## src/rtl/issue_pkg.sv

```systemverilog
package issue_pkg;
  typedef enum logic [1:0] {
    U_INT = 2'd0,
    U_ADD = 2'd1,
    U_MUL = 2'd2,
    U_DIV = 2'd3
  } unit_e;

  function automatic int max2(input int a, input int b);
    return (a > b) ? a : b;
  endfunction
endpackage

```

## src/rtl/wport_ring.sv

```systemverilog
// Slot k holds the destination written k cycles from now.
module wport_ring #(
  parameter int REG_W = 5,
  parameter int DEPTH = 25,
  localparam int LAT_W = $clog2(DEPTH)
) (
  input  logic                         clk_i,
  input  logic                         rst_ni,
  input  logic                         book_i,
  input  logic [LAT_W-1:0]             book_lat_i,
  input  logic [REG_W-1:0]             book_dst_i,
  output logic [DEPTH-1:0]             slot_vld_o,
  output logic [DEPTH-1:0][REG_W-1:0]  slot_dst_o
);
  logic [DEPTH-1:0]            vld_q;
  logic [DEPTH-1:0][REG_W-1:0] dst_q;

  generate
    for (genvar k = 0; k < DEPTH - 1; k++) begin : g_slot
      logic hit;
      assign hit = book_i && (book_lat_i == LAT_W'(k + 1));
      always_ff @(posedge clk_i or negedge rst_ni) begin
        if (!rst_ni) begin
          vld_q[k] <= 1'b0;
          dst_q[k] <= '0;
        end else begin
          vld_q[k] <= vld_q[k+1] | hit;
          dst_q[k] <= hit ? book_dst_i : dst_q[k+1];
        end
      end
    end
  endgenerate

  // top slot is never booked directly; it only empties
  always_ff @(posedge clk_i or negedge rst_ni) begin
    if (!rst_ni) begin
      vld_q[DEPTH-1] <= 1'b0;
      dst_q[DEPTH-1] <= '0;
    end else begin
      vld_q[DEPTH-1] <= 1'b0;
      dst_q[DEPTH-1] <= '0;
    end
  end

  assign slot_vld_o = vld_q;
  assign slot_dst_o = dst_q;
endmodule

```

## src/rtl/div_busy.sv

```systemverilog
module div_busy #(
  parameter int II = 25,
  localparam int CNT_W = $clog2(II + 1)
) (
  input  logic clk_i,
  input  logic rst_ni,
  input  logic start_i,
  output logic busy_o
);
  logic [CNT_W-1:0] cnt_q;

  always_ff @(posedge clk_i or negedge rst_ni) begin
    if (!rst_ni)             cnt_q <= '0;
    else if (start_i)        cnt_q <= CNT_W'(II - 1);
    else if (cnt_q != '0)    cnt_q <= cnt_q - 1'b1;
  end

  assign busy_o = (cnt_q != '0);
endmodule

```

## src/rtl/hazard_check.sv

```systemverilog
module hazard_check #(
  parameter int REG_W = 5,
  parameter int DEPTH = 25,
  localparam int LAT_W = $clog2(DEPTH)
) (
  input  logic [DEPTH-1:0]            slot_vld_i,
  input  logic [DEPTH-1:0][REG_W-1:0] slot_dst_i,
  input  logic [REG_W-1:0]            src1_i,
  input  logic [REG_W-1:0]            src2_i,
  input  logic [REG_W-1:0]            dst_i,
  input  logic [LAT_W-1:0]            lat_i,
  output logic                        raw_o,
  output logic                        waw_o,
  output logic                        port_o
);
  logic [DEPTH-1:0] raw_m, waw_m, port_m;

  generate
    for (genvar k = 0; k < DEPTH; k++) begin : g_cmp
      logic later;
      // slot 0 writes this cycle: bypassed, and retires before any new result
      assign later     = (k != 0) && slot_vld_i[k];
      assign raw_m[k]  = later && ((slot_dst_i[k] == src1_i) || (slot_dst_i[k] == src2_i));
      assign waw_m[k]  = later && (slot_dst_i[k] == dst_i);
      assign port_m[k] = slot_vld_i[k] && (lat_i == LAT_W'(k));
    end
  endgenerate

  assign raw_o  = |raw_m;
  assign waw_o  = |waw_m;
  assign port_o = |port_m;
endmodule

```

## src/rtl/issue_interlock.sv

```systemverilog
module issue_interlock
  import issue_pkg::*;
#(
  parameter int REG_W   = 5,
  parameter int INT_LAT = 1,
  parameter int ADD_LAT = 4,
  parameter int MUL_LAT = 7,
  parameter int DIV_LAT = 24
) (
  input  logic             clk_i,
  input  logic             rst_ni,
  input  logic             valid_i,
  input  logic [1:0]       unit_i,
  input  logic [REG_W-1:0] src1_i,
  input  logic [REG_W-1:0] src2_i,
  input  logic [REG_W-1:0] dst_i,
  output logic             issue_o,
  output logic             stall_o,
  output logic             wb_valid_o,
  output logic [REG_W-1:0] wb_dst_o
);
  localparam int MAX_LAT = max2(max2(INT_LAT, ADD_LAT), max2(MUL_LAT, DIV_LAT));
  localparam int DEPTH   = MAX_LAT + 1;
  localparam int LAT_W   = $clog2(DEPTH);
  localparam int DIV_II  = DIV_LAT + 1;

  unit_e                       unit;
  logic [LAT_W-1:0]            lat;
  logic [DEPTH-1:0]            slot_vld;
  logic [DEPTH-1:0][REG_W-1:0] slot_dst;
  logic                        raw, waw, port_busy, div_busy_w, struct_haz, hazard;

  assign unit = unit_e'(unit_i);

  always_comb begin
    case (unit)
      U_INT:   lat = LAT_W'(INT_LAT);
      U_ADD:   lat = LAT_W'(ADD_LAT);
      U_MUL:   lat = LAT_W'(MUL_LAT);
      default: lat = LAT_W'(DIV_LAT);
    endcase
  end

  hazard_check #(.REG_W(REG_W), .DEPTH(DEPTH)) i_hazard (
    .slot_vld_i (slot_vld),
    .slot_dst_i (slot_dst),
    .src1_i     (src1_i),
    .src2_i     (src2_i),
    .dst_i      (dst_i),
    .lat_i      (lat),
    .raw_o      (raw),
    .waw_o      (waw),
    .port_o     (port_busy)
  );

  div_busy #(.II(DIV_II)) i_div_busy (
    .clk_i   (clk_i),
    .rst_ni  (rst_ni),
    .start_i (issue_o && (unit == U_DIV)),
    .busy_o  (div_busy_w)
  );

  assign struct_haz = (unit == U_DIV) && div_busy_w;
  assign hazard     = raw | waw | port_busy | struct_haz;
  assign issue_o    = valid_i && !hazard;
  assign stall_o    = valid_i && hazard;

  wport_ring #(.REG_W(REG_W), .DEPTH(DEPTH)) i_ring (
    .clk_i      (clk_i),
    .rst_ni     (rst_ni),
    .book_i     (issue_o),
    .book_lat_i (lat),
    .book_dst_i (dst_i),
    .slot_vld_o (slot_vld),
    .slot_dst_o (slot_dst)
  );

  assign wb_valid_o = slot_vld[0];
  assign wb_dst_o   = slot_dst[0];
endmodule

```

## config.mk

```make
export PLATFORM = sky130hd
export DESIGN_NAME = issue_interlock
export DESIGN_NICKNAME = d
export VERILOG_FILES = /design/src/rtl/issue_pkg.sv /design/src/rtl/wport_ring.sv /design/src/rtl/div_busy.sv /design/src/rtl/hazard_check.sv /design/src/rtl/issue_interlock.sv
export SDC_FILE = /design/constraint.sdc
export NUM_CORES = 1
export LEC_CHECK = 0
export ABC_AREA = 1
export BUFFER_PORTS_ARGS = -buffer_cell sky130_fd_sc_hd__buf_4
export CORE_UTILIZATION = 50
export CTS_BUF_LIST = sky130_fd_sc_hd__clkbuf_2
export CTS_CLUSTER_SIZE = 24
export DETAILED_ROUTE_END_ITERATION = 10
export PLACE_DENSITY = 0.63
export RECOVER_POWER = 50
export SYNTH_ARGS = -nofsm -noshare
export SYNTH_HDL_FRONTEND = slang
export SYNTH_SLANG_ARGS = --single-unit
```

## constraint.sdc

```tcl
create_clock -name clk_i -period 2.8 [get_ports clk_i]
set_input_delay 0.14 -clock clk_i [delete_from_list [all_inputs] [get_ports clk_i]]
set_output_delay 0.14 -clock clk_i [all_outputs]
set_load 0.05 [all_outputs]
```

# After elaboration in Yosys (flattened, before gate mapping)
# Index checks and enable logic that the tools add are counted.
word_totals:
  output_inout_bits: 8
  romBits: 0
  latchBits: 0
  mem_bits_rw: 0
  memories: 0
  wordCells: 328
  regBits: 149
classes:
  div_mod_pow: 0
  magnitude_cmp: 0
  multipliers: 0
  n_mux: 27
  addsub: 1
  bitwise_logic: 26
  n_eq_ne: 96
  n_shift: 0
  n_reduce_logical: 129
op_table:
  columns: ["operator", "count"]
  rows:
  - ["$eq 5x5->1", 69]
  - ["$mux 5", 26]
  - ["$logic_and 1x1->1", 98]
  - ["$reduce_or 23->1", 2]
  - ["$eq 5x5->1 const B", 9]
  - ["$eq 5x4->1 const B", 8]
  - ["$or 1x1->1", 26]
  - ["$reduce_or 24->1", 1]
  - ["$logic_or 1x1->1", 23]
  - ["$eq 5x3->1 const B", 4]
  - ["$pmux 5 s3", 1]
  - ["$eq 5x2->1 const B", 2]
  - ["$eq 5x1->1 const B", 1]
  - ["$logic_not 5->1", 1]
  - ["$reduce_bool 5->1", 1]
  - ["$sub 5x1->5 const B", 1]
  - ["$eq 2x2->1 const B", 2]
  - ["$eq 2x1->1 const B", 1]
  - ["$logic_not 2->1", 1]
  - ["$reduce_bool 2->1", 1]
  - ["$logic_not 1->1", 1]

# Longest topological paths before layout
# Gate-level depths: netlist of the first run.
logic_depth:
  depth_word: 11
  depth_mapped: 18

# By module
# A second synthesis of the first run with hierarchy kept.
unflattened:
  cells_unflattened: 1791
  area_unflattened_um2: 11761.3
modules_own_cells:
  columns: ["mod", "cells_per_inst", "seq_area_each_um2", "instances", "area_each_um2"]
  rows:
  - ["wport_ring", 643, 3603.5, 1, 5751.8]
  - ["hazard_check", 1100, 0.0, 1, 5635.4]
  - ["div_busy", 30, 125.1, 1, 256.5]
  - ["issue_interlock", 18, 0.0, 1, 117.6]

# Worst setup path after synthesis of the first run
# No wires, ideal clock.
synth_path:
  path_kind: "flip-flop to output port"
  startpoint: "register i_div_busy.cnt_q[0]"
  endpoint: "output stall_o"
  arrival_time_ns: 1.954
  slack_ns: 0.706
  path_stages_with_launch: 12
  n_path_buf: 0
  required_time_ns: 2.660
  path_cell_list: "dfrtp_1 > inv_1 > ha_1 > nand3b_1 > nand2_1 > nand3_1 > nor2_1 > nand2_1 > nor2_1 > nand2_1 > nor2_4 > a21oi_1"
synth_between:
  elab_chain_len: 4
synth_lines:
  columns: ["item", "line_no", "text"]
  rows:
  - ["start, declared", "div_busy.sv:10", "logic [CNT_W-1:0] cnt_q;"]
  - ["start signal, assigned", "div_busy.sv:14", "else if (start_i) cnt_q <= CNT_W'(II - 1);"]
  - ["start signal, assigned", "div_busy.sv:15", "else if (cnt_q != '0) cnt_q <= cnt_q - 1'b1;"]
  - ["$reduce_bool 5->1", "div_busy.sv:18", "assign busy_o = (cnt_q != '0);"]
  - ["$logic_and 1x1->1", "issue_interlock.sv:63", "assign struct_haz = (unit == U_DIV) && div_busy_w;"]
  - ["$or 1x1->1", "issue_interlock.sv:64", "assign hazard = raw | waw | port_busy | struct_haz;"]
  - ["$logic_and 1x1->1", "issue_interlock.sv:66", "assign stall_o = valid_i && hazard;"]
  - ["end, declared", "issue_interlock.sv:18", "output logic stall_o,"]
# Every way passes these cells.

# Worst setup path after layout of the first run
layout_path:
  startpoint: "input unit_i[0]"
  endpoint: "output issue_o"
layout_between:
  elab_chain_len: 9
  elab_cells_between_ends: 59
layout_lines:
  columns: ["item", "line_no", "text"]
  rows:
  - ["start, declared", "issue_interlock.sv:13", "input logic [1:0] unit_i,"]
  - ["$eq 2x2->1 (tied with other cells)", "issue_interlock.sv:36", "case (unit)"]
  - ["$pmux 5 s3", "issue_interlock.sv:36", null]
  - ["$eq 5x1->1 (tied with other cells)", "hazard_check.sv:25", "assign port_m[k] = slot_vld_i[k] && (lat_i == LAT_W'(k));"]
  - ["$logic_and 1x1->1", "hazard_check.sv:25", null]
  - ["$reduce_or 24->1", "hazard_check.sv:31", "assign port_o = |port_m;"]
  - ["$or 1x1->1", "issue_interlock.sv:64", null]
  - ["$or 1x1->1 (*)", "issue_interlock.sv:64", null]
  - ["$logic_not 1->1 (*)", "issue_interlock.sv:65", "assign issue_o = valid_i && !hazard;"]
  - ["$logic_and 1x1->1 (*)", "issue_interlock.sv:65", null]
  - ["end, declared", "issue_interlock.sv:17", "output logic issue_o,"]
# Mark *: on every way between the ends. The rest lies on a longest branch, timed or not.

==> impl_metrics.ini, run 1 <==
[outcome]
status = finished with violations
violations = capacitance limit, slew limit

[floorplan]
ios = 28
die_h_um = 146.0
core_area_mm2 = 0.02030
fp.dieW_um = 146.0
rows = 52
die-area_mm2 = 0.02131
start_util_pct = 51.07

[critical_path]
required_ps = 2660
cp-end-kind = output port
start_kind = input port
crit_arrival_ps = 2610
worstPathMaxFanout = 8
path_class = input port to output port

[drt]
drt_iter0_markers = 895
viasPerCell = 5.155
postRouteAntennaNets = 0
route.detailed.drc = 0
vias = 9949
wirelength_um = 34220
drt_first_pass_iters = 5
wl_per_cell_um = 17.73

[global_routing]
grt_pass1_wl_um = 53070
grt_pass1_vias = 9219
grt_usage_pct = 33.02
grt_max_degree = 92
grt_overflow = 0
antenna_found_initial = 1

[finish]
utilization_pct = 55.97
fillers = 2068
drive_gt1_share_pct = 11.27
area_growth_pct = 9.594
nets = 1674

[timing]
setup_violations = 0
worst_pin_slew_ps = 2440
min_period_ps = 2751
period_share_pct = 98.25
skew_ps = 30.71
whs_ps = 399.3
fmax_ghz = 0.3635
slew_viol_final = 91
rsz0062_at_grt = yes
slew_headroom_pct = -62.64
finalHoldViolCount = 0

[run]
max_cap_viol_count = 1

[hold_path]
holdCritPathClass = input port to flop

[placement]
port-buffer-count = 27
finalWeightedCongestion = 0.9334
dp_hpwl_um = 22210

[power]
netSwitchingFraction_pct = 37.74
power_leakage_uw = 0.006219
ir_drop_mv = 0.3635
p_total_uw = 5418
combPwrFrac_pct = 29.1
p_sw_uw = 2044
p_per_area_mw_per_mm2 = 476.8
pwr-share-seq_pct = 46.9
p_clk_share_pct = 24.0
p_int_uw = 3373

[synthesis]
syn_nets = 1625
syn_avg_cell_area_um2 = 6.492
ys_async_sr_fraction_pct = 100.0
seq_area_frac_synth_pct = 35.96
syn_area_mm2 = 0.01037
synth-edff-count = 0
synth_cells = 1597
yosysWarnings = 0
synth_top_flop_cell = dfrtp_1
yosysUniqueCellTypes = 30
ys_seq_elements = 149

[cts]
numCtsBuffers = 17
clk_path_buf_depth = 2
htree_levels = 4
clockRootBuffer = clkbuf_2
clk_latency_ps = 750
cts_tree = built
cts.clk_slew.worst_paths_ps = 260
cts.sinks = 149
final timing paths:
path	end	slack, ps	cells after the start	from
worst min register to register	i_ring.slot_vld_o[15]	430	0	i_ring.slot_vld_o[16]
max in group asynchronous	i_ring.slot_dst_o[108]	580	2	rst_ni
worst max register to register	i_div_busy.cnt_q[3]	180	19	i_div_busy.cnt_q[0]
min in group asynchronous	i_ring.slot_dst_o[65]	660	2	rst_ni
worst max-delay path	issue_o	50	17	unit_i[0]
worst min-delay path	i_ring.slot_vld_o[4]	400	4	valid_i
layout by cell type, fill, tap and decap left out, drive strengths merged, types with 5 or more instances in the layout:
| cell | netlist | final |
|---|---|---|
| nor2 | 216 | 216 |
| nand3 | 97 | 97 |
| xnor2 | 47 | 47 |
| dlygate4sd3 | 0 | 9 |
| inv | 146 | 148 |
| ha | 8 | 8 |
| dfrtp | 149 | 149 |
| nand2 | 712 | 712 |
| o21ai | 56 | 56 |
| buf | 73 | 103 |
| xor2 | 59 | 59 |
| a21oi | 6 | 6 |
| clkinv | 2 | 9 |
| clkbuf | 12 | 21 |
| nand4 | 5 | 5 |
power by group through the flow:
stage	Sequential [uW]	Clock (uW)	Combinational (uW)
6_report	2540	1300	1580
5_1_grt	2570	1410	1730
4_1_cts	2540	1320	1490
3_5_place_dp	2570	0	1350
3_3_place_gp	2570	0	1330
2_1_floorplan	2510	0	1010
Yosys cell counts (12+ instances only):
cell type / instances / area share, %
dfrtp_1: 149 / 36
buf_4: 38 / 2.8
nor2_1: 213 / 7.7
o21ai_1: 36 / 1.7
nand3_1: 97 / 4.7
xnor2_1: 47 / 4.0
buf_6: 20 / 2.2
xor2_1: 59 / 5.0
nand2_1: 710 / 26
o21ai_0: 20 / 0.97
clkbuf_1: 12 / 0.43
buf_2: 15 / 0.72
inv_1: 133 / 4.8
metrics by stage:
step                instance area (um2)  std cells  setup WS [ps]  setup TNS [ps]
finish                            11360       1930          49.13               0
global placement                  10640       1847          321.5               0
floorplan                         10370       1597          705.6               0
global route                      11360       1930         -159.0          -313.8
CTS                               11200       1912         -30.16          -58.88
detailed placement                10640       1847          298.2               0
cells by family (layout without fill, tap and decap cells):
group / count (synthesis) / after routing / synth area share, %
adders and majority gates: 8 / 8 / 0.9655
muxes: 1 / 1 / 0.09655
buffers and inverters: 233 / 295 / 11.55
AOI/OAI and AO/OA: 65 / 65 / 3.210
xor gates and xnor gates: 106 / 106 / 8.955
and+or+nand+nor: 1035 / 1035 / 39.26
other: 0 / 1 / 0
DFF: 149 / 149 / 35.96
flip-flops by register name, summed over array words and instances, names as in the netlist:
register,flops
i_div_busy.cnt_q,5
i_ring.slot_vld_o,24
i_ring.slot_dst_o,120
critical path, cell delays in order:
cell and delay [ps]:
dlygate4sd3_1 540, buf_4 150, inv_1 120, ha_1 370, nor2_1 100, nand3_1 80, nand2_1 50, nand2_1 70
nand3_2 100, nor2_2 130, nand2_2 80, nor2_1 100, nand2_1 100, nor2_4 140, nand2_4 80, nor2_8 110
buf_8 150
timing repair:
action	in CTS	in global routing
endpoints found under the hold margin	139	0
resized for setup	15	31
pin swaps	12	11
hold buffers	9	0
setup buffers	24	19
endpoints found under the setup margin	2	6
routing by layer:
layer  GRT usage, %  wire, um
met1          45.57     14960
met3          5.705      2603
met4          10.78      1017
met5              0         0
met2          52.63     15630
layout make-up:
type	count	area (um2)	share of cell area, %
Timing Repair Buffer	115	973.4	8.567
Tap cell	270	337.8	2.973
Antenna cell	1	2.502	0.02202
Clock inverter	14	153.9	1.354
Clock buffer	18	90.09	0.7929
Sequential cell	149	3745	32.96
Multi-Input combinational cell	1215	5493	48.34
Inverter	148	566.8	4.988
No activity file was read; power rests on OpenSTA's default activity.
==> run 2: changes to the inputs <==
--- a/config.mk
+++ b/config.mk
@@ -7,11 +7,13 @@
 export LEC_CHECK = 0
 export ABC_AREA = 1
 export BUFFER_PORTS_ARGS = -buffer_cell sky130_fd_sc_hd__buf_4
-export CORE_UTILIZATION = 50
+export CELL_PAD_IN_SITES_DETAIL_PLACEMENT = 2
+export CELL_PAD_IN_SITES_GLOBAL_PLACEMENT = 2
+export CORE_UTILIZATION = 37
 export CTS_BUF_LIST = sky130_fd_sc_hd__clkbuf_2
 export CTS_CLUSTER_SIZE = 24
 export DETAILED_ROUTE_END_ITERATION = 10
-export PLACE_DENSITY = 0.63
+export PLACE_DENSITY = 0.81
 export RECOVER_POWER = 50
 export SYNTH_ARGS = -nofsm -noshare
 export SYNTH_HDL_FRONTEND = slang
==> run 2 against run 1 <==
Wire length is 42% higher. The run ends with capacitance limit, slew limit, setup timing left. Maximum frequency is 9.5% lower. Critical path depth is 4 lower. Sequential power hardly changed. Total power is 4.6% higher. Critical endpoint is now stall_o. Register-to-register slack worse by 100 ps. Clock power hardly changed. Non-clock buffer count is 5 higher. Flip-flop and latch count stayed put. Utilization is 13 points lower. Largest power group unchanged. Worst hold slack worse by 68 ps.
==> impl_metrics.ini, run 2 (synthesized netlist as in run 1, its figures left out) <==
[outcome]
status = finished with violations
violations = capacitance limit, slew limit, setup timing

[cts]
clk_latency_ps = 820
clk_path_buf_depth = 2
cts.sinks = 149
htree_levels = 4
cts.clk_slew.worst_paths_ps = 280
clockRootBuffer = clkbuf_2
cts_tree = built
numCtsBuffers = 17

[finish]
multiInputGateArea_mm2 = 0.005553
layoutNonFillerInstCount = 2036
drive_gt1_share_pct = 12.15
area_growth_pct = 12.10
utilization_pct = 42.65
final_cell_mix = nand2_1 (702), nor2_1 (201), dfrtp_1 (133), inv_1 (128), nand3_1 (94)
nets = 1679
largest_reg_flops = 120
seqCellArea_mm2 = 0.003749
final_common_cell = nand2_1
fillers = 3362

[timing]
fmax_ghz = 0.3290
fin_ws_ps = -239.8
slew_viol_final = 66
setup_violations = 2
finalHoldViolCount = 0
period_share_pct = 108.6
worst_pin_slew_ps = 1770
rsz0062_at_grt = yes
min_period_ps = 3040
skew_ps = 53.85
slew_headroom_pct = -17.99

[floorplan]
fp.dieW_um = 169.4
die_h_um = 169.4
start_util_pct = 38.04
core_area_mm2 = 0.02725
rows = 60
ios = 28
die-area_mm2 = 0.02869

[critical_path]
required_ps = 2660
worstPathMaxFanout = 3
path_class = flop to output port
path_cells = clkbuf_1 > xor2_1 > nor2_1 > nand3_1 > nand2_1 > nand2_1 > nand2_1 > nor2_2 > nand2_2 > nor2_4 > buf_4 > a21oi_4 > buf_6
slowest_delay_ps = 440
start_kind = flop
critical_path.most_common_cell = nand2_1
crit_family = simple AND/OR/NAND/NOR gates
cp_slowest_cell = dfrtp_1
path_buf_inv = 3
crit_arrival_ps = 2900
cp-end-kind = output port

[drt]
wl_per_cell_um = 23.91
vias = 10920
drt_first_pass_iters = 5
wirelength_um = 48680
route.detailed.drc = 0
postRouteAntennaNets = 0
viasPerCell = 5.361
drt_iter0_markers = 657

[global_routing]
grt_usage_pct = 34.01
grt_pass1_wl_um = 71920
antenna_found_initial = 1
grt_overflow = 0
grt_max_degree = 66
grt_pass1_vias = 11900

[run]
max_cap_viol_count = 1

[power]
power_leakage_uw = 0.006241
p_per_area_mw_per_mm2 = 487.4
ir_drop_mv = 0.3200

[placement]
port-buffer-count = 27
finalWeightedCongestion = 0.8466
dp_cells = 1954
dp_hpwl_um = 30910

[hold_path]
holdCritPathClass = input port to flop
run 2: cell types whose count changed in the layout (fill, tap and decap cells not counted), sizes merged:
cell / previous run / this run
clkbuf: 21 / 28
clkinv: 9 / 5
buf: 103 / 100
clkinvlp: 3 / 6
dlygate4sd3: 9 / 11
inv: 148 / 147
run 2: metrics by stage:
| stage | total power, uW | setup WS [ps] | instance area [um2] | setup TNS [ps] | hold slack, ps |
|---|---|---|---|---|---|
| after detailed placement | 4056 | -37.85 | 10880 | -119.0 | 149.1 |
| after floorplan | 3525 | 705.6 | 10370 | 0 | -155.6 |
| after global routing | 5907 | -379.6 | 11620 | -1253 | 293.5 |
| after global placement | 3977 | 51.45 | 10880 | 0 | 147.1 |
| after CTS | 5529 | -229.2 | 11490 | -452.7 | 250.5 |
| final | 5665 | -239.8 | 11620 | -424.8 | 331.6 |
run 2: final timing paths:
path                                       startpoint                      to  slack (ps)  cells after the start
worst max register to register  i_ring.slot_dst_o[11]   i_ring.slot_dst_o[17]          80                     18
max in group asynchronous                      rst_ni   i_ring.slot_dst_o[39]         340                      4
min in group asynchronous                      rst_ni   i_ring.slot_dst_o[14]         760                      4
worst min-delay path                         dst_i[1]  i_ring.slot_dst_o[116]         330                      4
worst max-delay path            i_ring.slot_dst_o[46]                 stall_o        -240                     13
worst min register to register  i_ring.slot_vld_o[18]   i_ring.slot_vld_o[17]         420                      0
run 2: area by class of cell:
type                    instances  area share (%)
well taps                     372           4.005
clock inverters                12           1.141
clock buffers                  19          0.8182
repair buffers                120           9.097
multi-input cells            1215           47.78
flip-flops and latches        149           32.25
inverters                     148           4.888
diodes                          1         0.02153
run 2: tightest hold or removal path, cell delays in order:
cell and delay (ps):
dlygate4sd3_1 530, buf_4 150, inv_4 150, nor2_1 150
run 2: what timing repair did:
item / in CTS / in global routing
setup buffers: 23 / 15
endpoints found under the setup margin: 10 / 16
gates resized for setup: 29 / 42
hold buffers: 12 / 0
hold endpoints to repair: 189 / 0
pin swaps: 13 / 11
cloned: 0 / 0
run 2: where the power goes:
group	switching [uW]	leakage [uW]	internal, uW
Sequential	236	0.00201	2330
Combinational	1150	0.00411	633
Clock	913	0.000125	409
Total	2300	0.00624	3370
run 2: metal layers:
metal / vias up / global-route usage [%] / routed length [um] / part of all wire (%)
li1: 4881 / - / - / -
met1: 5649 / 43.04 / 20960 / 43
met2: 277 / 58.35 / 23910 / 49
met3: 109 / 4.711 / 1808 / 3.7
met4: 0 / 13.67 / 2002 / 4.1
met5: - / 0 / 0 / 0
